$ cat config.mk
export PLATFORM = sky130hd
export DESIGN_NAME = sram_cycle_ctrl
export DESIGN_NICKNAME = d
export VERILOG_FILES = /design/src/rtl/sram_ctrl_pkg.sv /design/src/rtl/sram_interval_timer.sv /design/src/rtl/sram_cycle_fsm.sv /design/src/rtl/sram_cycle_ctrl.sv
export SDC_FILE = /design/constraint.sdc
export NUM_CORES = 1
export LEC_CHECK = 0
export CORE_UTILIZATION = 35
export CTS_BUF_LIST = sky130_fd_sc_hd__clkbuf_4
export DETAILED_ROUTE_END_ITERATION = 8
export PLACE_DENSITY = 0.69
export SKIP_LAST_GASP = 1
export SYNTH_ARGS = -nofsm -noshare
export SYNTH_HDL_FRONTEND = slang
export SYNTH_HIERARCHICAL = 1
export SYNTH_SLANG_ARGS = --single-unit
$ cat constraint.sdc
create_clock -name clk -period 1.9 [get_ports clk]
set_input_delay 0.19 -clock clk [delete_from_list [all_inputs] [get_ports clk]]
set_output_delay 0.19 -clock clk [all_outputs]
set_load 0.05 [all_outputs]
$ cat src/rtl/sram_ctrl_pkg.sv
package sram_ctrl_pkg;

  typedef enum logic [2:0] {
    ST_IDLE   = 3'd0,
    ST_RD     = 3'd1,
    ST_WGAP   = 3'd2,
    ST_WPULSE = 3'd3,
    ST_WEND   = 3'd4
  } seq_state_e;

  // Ceiling of a nanosecond limit over the clock period, at least one cycle.
  function automatic int unsigned ns_to_cycles(input int unsigned ns,
                                               input int unsigned clk_ps);
    int unsigned c;
    c = (ns * 1000 + clk_ps - 1) / clk_ps;
    return (c == 0) ? 1 : c;
  endfunction

  // Bits needed to hold values 0..n.
  function automatic int unsigned count_bits(input int unsigned n);
    return (n < 2) ? 1 : $clog2(n + 1);
  endfunction

  function automatic int unsigned max3(input int unsigned a,
                                       input int unsigned b,
                                       input int unsigned c);
    int unsigned m;
    m = (a > b) ? a : b;
    return (m > c) ? m : c;
  endfunction

endpackage

$ cat src/rtl/sram_interval_timer.sv
module sram_interval_timer #(
  parameter int unsigned W      = 4,
  parameter int unsigned THRESH = 0
) (
  input  logic         clk,
  input  logic         rst_n,
  input  logic         load,
  input  logic [W-1:0] load_val,
  output logic         hit
);

  logic [W-1:0] count_q;

  always_ff @(posedge clk) begin
    if (!rst_n)              count_q <= '0;
    else if (load)           count_q <= load_val;
    else if (count_q != '0)  count_q <= count_q - 1'b1;
  end

  assign hit = (count_q <= W'(THRESH));

endmodule

$ cat src/rtl/sram_cycle_fsm.sv
module sram_cycle_fsm
  import sram_ctrl_pkg::*;
(
  input  logic       clk,
  input  logic       rst_n,
  input  logic       req,
  input  logic       req_write,
  input  logic       phase_hit,
  input  logic       gap_clear,
  output seq_state_e state_q,
  output seq_state_e state_d,
  output logic       accept,
  output logic       rd_done,
  output logic       pulse_start
);

  assign accept = (state_q == ST_IDLE) && req;

  always_comb begin
    state_d = state_q;
    unique case (state_q)
      ST_IDLE: if (accept)
        state_d = !req_write ? ST_RD : (gap_clear ? ST_WPULSE : ST_WGAP);
      ST_RD:     if (phase_hit) state_d = ST_IDLE;
      ST_WGAP:   if (gap_clear) state_d = ST_WPULSE;
      ST_WPULSE: if (phase_hit) state_d = ST_WEND;
      ST_WEND:   state_d = ST_IDLE;
      default:   state_d = ST_IDLE;
    endcase
  end

  assign rd_done     = (state_q == ST_RD) && phase_hit;
  assign pulse_start = (state_d == ST_WPULSE) && (state_q != ST_WPULSE);

  always_ff @(posedge clk) begin
    if (!rst_n) state_q <= ST_IDLE;
    else        state_q <= state_d;
  end

endmodule

$ cat src/rtl/sram_cycle_ctrl.sv
module sram_cycle_ctrl
  import sram_ctrl_pkg::*;
#(
  parameter int unsigned ADDR_W     = 17,
  parameter int unsigned DATA_W     = 8,
  parameter int unsigned CLK_PS     = 4000,
  parameter int unsigned T_RD_NS    = 55,
  parameter int unsigned T_WR_NS    = 55,
  parameter int unsigned T_FLOAT_NS = 30
) (
  input  logic              clk,
  input  logic              rst_n,
  input  logic              req,
  input  logic              req_write,
  input  logic [ADDR_W-1:0] req_addr,
  input  logic [DATA_W-1:0] req_wdata,
  output logic              ready,
  output logic [DATA_W-1:0] rd_data,
  output logic              rd_valid,
  output logic [ADDR_W-1:0] mem_addr,
  output logic              mem_ce_n,
  output logic              mem_ce2,
  output logic              mem_oe_n,
  output logic              mem_we_n,
  output logic [DATA_W-1:0] mem_dq_out,
  input  logic [DATA_W-1:0] mem_dq_in,
  output logic              mem_dq_oe
);

  localparam int unsigned RD_CYC   = ns_to_cycles(T_RD_NS, CLK_PS);
  localparam int unsigned WR_CYC   = ns_to_cycles(T_WR_NS, CLK_PS);
  localparam int unsigned TURN_CYC = ns_to_cycles(T_FLOAT_NS, CLK_PS);
  localparam int unsigned CNT_W    = count_bits(max3(RD_CYC, WR_CYC, TURN_CYC));
  localparam logic [CNT_W-1:0] RD_LOAD   = CNT_W'(RD_CYC - 1);
  localparam logic [CNT_W-1:0] WR_LOAD   = CNT_W'(WR_CYC - 1);
  localparam logic [CNT_W-1:0] TURN_LOAD = CNT_W'(TURN_CYC);

  // Named internal events, also watched by the bound checker.
  seq_state_e state_q, state_d;
  logic accept, rd_done, pulse_start;
  logic phase_hit, gap_clear;
  logic phase_load;
  logic [CNT_W-1:0] phase_val;

  assign phase_load = (accept && !req_write) || pulse_start;
  assign phase_val  = pulse_start ? WR_LOAD : RD_LOAD;

  sram_cycle_fsm u_fsm (
    .clk         (clk),
    .rst_n       (rst_n),
    .req         (req),
    .req_write   (req_write),
    .phase_hit   (phase_hit),
    .gap_clear   (gap_clear),
    .state_q     (state_q),
    .state_d     (state_d),
    .accept      (accept),
    .rd_done     (rd_done),
    .pulse_start (pulse_start)
  );

  // Phase timer: length of the output-enable window or the write pulse.
  sram_interval_timer #(.W(CNT_W), .THRESH(0)) u_phase (
    .clk      (clk),
    .rst_n    (rst_n),
    .load     (phase_load),
    .load_val (phase_val),
    .hit      (phase_hit)
  );

  // Turnaround timer: armed when a load ends, clear one edge before expiry.
  sram_interval_timer #(.W(CNT_W), .THRESH(1)) u_gap (
    .clk      (clk),
    .rst_n    (rst_n),
    .load     (rd_done),
    .load_val (TURN_LOAD),
    .hit      (gap_clear)
  );

  assign ready = (state_q == ST_IDLE);

  // Host-side request registers, held for the whole memory cycle.
  always_ff @(posedge clk) begin
    if (!rst_n) begin
      mem_addr   <= '0;
      mem_dq_out <= '0;
    end else if (accept) begin
      mem_addr   <= req_addr;
      mem_dq_out <= req_wdata;
    end
  end

  // Memory strobes registered from the next state, so the pins never glitch.
  logic sel_d;
  assign sel_d = (state_d != ST_IDLE);

  always_ff @(posedge clk) begin
    if (!rst_n) begin
      mem_ce_n  <= 1'b1;
      mem_ce2   <= 1'b0;
      mem_oe_n  <= 1'b1;
      mem_we_n  <= 1'b1;
      mem_dq_oe <= 1'b0;
    end else begin
      mem_ce_n  <= !sel_d;
      mem_ce2   <= sel_d;
      mem_oe_n  <= (state_d != ST_RD);
      mem_we_n  <= (state_d != ST_WPULSE);
      mem_dq_oe <= (state_d == ST_WPULSE) || (state_d == ST_WEND);
    end
  end

  // Load result capture on the last counted edge of the access window.
  always_ff @(posedge clk) begin
    if (!rst_n) begin
      rd_data  <= '0;
      rd_valid <= 1'b0;
    end else begin
      rd_valid <= rd_done;
      if (rd_done) rd_data <= mem_dq_in;
    end
  end

endmodule

==> metrics.cfg <==
[logic_synthesis]
ys_async_sr_fraction_pct=0
synth_top_family_by_area=simple AND/OR/NAND/NOR gates
synth_top_flop_cell=dfxtp_1
seq_area_frac_synth_pct=46.6
synthDistinctLibCells=41
synth_edf_count=0
synth_common_cells=dfxtp_1 (50), mux2i_1 (35), nor2b_1 (33)
synth_seq_cells=50
synth-simple-area-share_pct=22.6
synth_mux_area_share_pct=17.0
synthAdderAreaFrac_pct=1.75
netlist_top_cells_area=dfxtp_1 (47%), mux2i_1 (16%), nor2b_1 (9.6%)
synth_compound_area_share_pct=5.01
syn_avg_cell_area_um2=10.8
synth_area_leader_cell=dfxtp_1
synth_xor_area_share_pct=0.816
synth_top_area_share_pct=46.6
ys_warn_count=6
synth_cells=199
yosys.cell_count.top_type=dfxtp_1
synth_area_um2=2150

[place]
place_hpwl_um=2980
place_congestion=0.766
dpl.cell_count=355
dp_slack_ps=39.3
dpl_cell_area_um2=3040
numPortBuffers=76

[cts]
cts_sinks=50
cts_tree=yes
clockRootBuffer=clkbuf_4
clockBufferDepth=2
numCtsBuffers=5
cts-htree-levels=2
clk_pin_slew_ps=130
clk_latency_ps=350

[worst_setup_path]
crit_path_start_kind=flip-flop
required_ps=2160
endpoint_kind=flip-flop
cp_max_fo=5
slowest_stage=dfxtp_2
arrival_ps=2110
crit_type=reg -> reg
slowest_delay_ps=350
cp_cell_sequence=inv_1 -> ha_1 -> nor2_1 -> nor3_1 -> nor4bb_1 -> a211o_2 -> nand4bb_1 -> nand2_1
crit_buf_inv=1
critPathTopFamily=simple AND/OR/NAND/NOR gates

[floorplan]
die_w_um=80.3
rows=28
die-area_um2=6450
core_area_um2=5920
io_pins=77
fp.dieH_um=80.3
initial_core_util_pct=36.3

[layout]
fill_cells=536
drive_gt1_share_pct=12.8
layout.nets=329
final_area_um2=3160
diodes=0
synthToLayoutAreaGrowth_pct=47.4
stdcell_count=364

[routing]
post_drt_wl_per_cell_um=11.9
drt_first_pass_iters=4
vias=1642
drt_drc_violations_left=0
via_per_inst=4.51
drt_iter0_drc=43
routed_wl_um=4340
drtAntennaViolNets=0

[pwr]
p_sw_mw=1.80
switching_share_pct=40.6
vdd_drop_max_v=0.000693
p_comb_share_pct=53.2
leakagePower_nw=1.22
p_seq_share_pct=33.6
finalPower_mw=4.43
p_int_mw=2.63
clkPwrFrac_pct=13.2
powerDensity_nw_per_um2=1400

[hold_path]
min_path_type=in -> reg

[sta]
finalHoldViolCount=0
period_share_pct=97.3
post-route-min-period_ps=1850
tightest_slew_ps=528
fmax_mhz=541
fin_ws_ps=50.9
slew_viol_final=0
max_slew_margin_pct=64.7
finalClockSkew_ps=5.40
setup_viol=0
holdWs_ps=438
rsz0062_at_grt=yes

[run_status]
status=completed

[grt]
antenna_found_initial=0
grt_start_max_net_pins=52
grt_pass1_vias=1519
overflow=0
grt_pass1_wl_um=6710
grt_use_total_pct=13.7

[flow_run]
maxCapViolCount=0

-- metal layers --
metal  vias up  GRT usage, %  wire length [µm]
met4         0          5.36                57
li1        847             -                 -
met2        55          21.6              1940
met3         4          5.00               322
met5         -             0                 0
met1       736          16.7              2010
-- power by group through the flow --
stage               Combinational [mW]  Clock [mW]  Sequential [mW]
global route                      2.52       0.658             1.52
finish                            2.36       0.583             1.49
CTS                               2.25       0.615             1.47
global placement                  2.22           0             1.49
floorplan                         1.10           0             2.02
detailed placement                2.24           0             1.50
-- cell type report --
type	count	area, µm²	share of cell area [%]
clock inverter	2	33.8	1.07
inverter	9	36.3	1.15
sequential	50	1010	31.8
tap	75	93.8	2.97
clock buffer	5	37.5	1.19
timing repair buffer	86	871	27.5
multi-input combinational	137	1090	34.3
-- cells by family (layout without fill, tap and decap cells) --
logic type	after synthesis	in the layout
buf+inv	18	102
other cells	2	8
fa+ha+maj	3	3
flops	50	50
compound gates	15	15
mux	36	36
simple gates	73	73
xor+xnor	2	2
-- tightest hold or removal path: stages --
cell	delay [ps]
clkdlybuf4s50_1	390
mux2i_1	120
nor2b_1	50
-- through the flow --
stage | utilization (%) | TNS, ps
finish | 53.4 | 0
global route | 53.4 | -99.6
CTS | 52.5 | 0
detailed placement | 51.3 | 0
global placement | 51.3 | 0
floorplan | - | 0
-- path summary, 6_finish.rpt --
check,start,endpoint,slack (ps),cells after the start
max,u_gap/count_q[0],mem_dq_oe,50,8
min,req_wdata[0],mem_dq_out[0],440,3
max reg2reg,u_gap/count_q[0],mem_dq_oe,50,8
min reg2reg,mem_addr[13],mem_addr[13],530,2
-- repair_timing --
action | 4_1_cts | 5_1_grt
setup endpoints to repair | 0 | 15
hold buffers | 0 | 0
setup buffers | 0 | 2
gates resized for setup | 0 | 15
-- flip-flops by register name (all words and copies together), names as in the netlist --
name and cells:
mem_addr 17, rd_data 8, mem_dq_oe 1, u_phase/count_q 4, u_fsm/state_q 3, mem_dq_out 8
u_gap/count_q 4, rd_valid 1, mem_ce2 1, mem_we_n 1, mem_ce_n 1, mem_oe_n 1
-- cells in the final DEF, fill, tap and decap left out, drive strengths merged --
cell type / instances
nor2b: 33
mux2: 1
o211a: 1
o31a: 1
clkdlybuf4s50: 75
a31oi: 1
or3b: 1
dfxtp: 50
nor4bb: 1
nor3b: 4
a21o: 1
o31ai: 3
ha: 3
mux2i: 35
clkinv: 1
nor2: 5
buf: 11
a2bb2oi: 1
nand4b: 1
nand3b: 1
nor4b: 2
clkbuf: 5
xnor2: 2
nand2: 4
nand4bb: 2
nor3: 5
bufinv: 1
nand3: 5
o21ai: 4
conb: 8
and2: 5
nand2b: 4
a21oi: 2
inv: 9
a211o: 1
(Power assumes the default switching activity.)
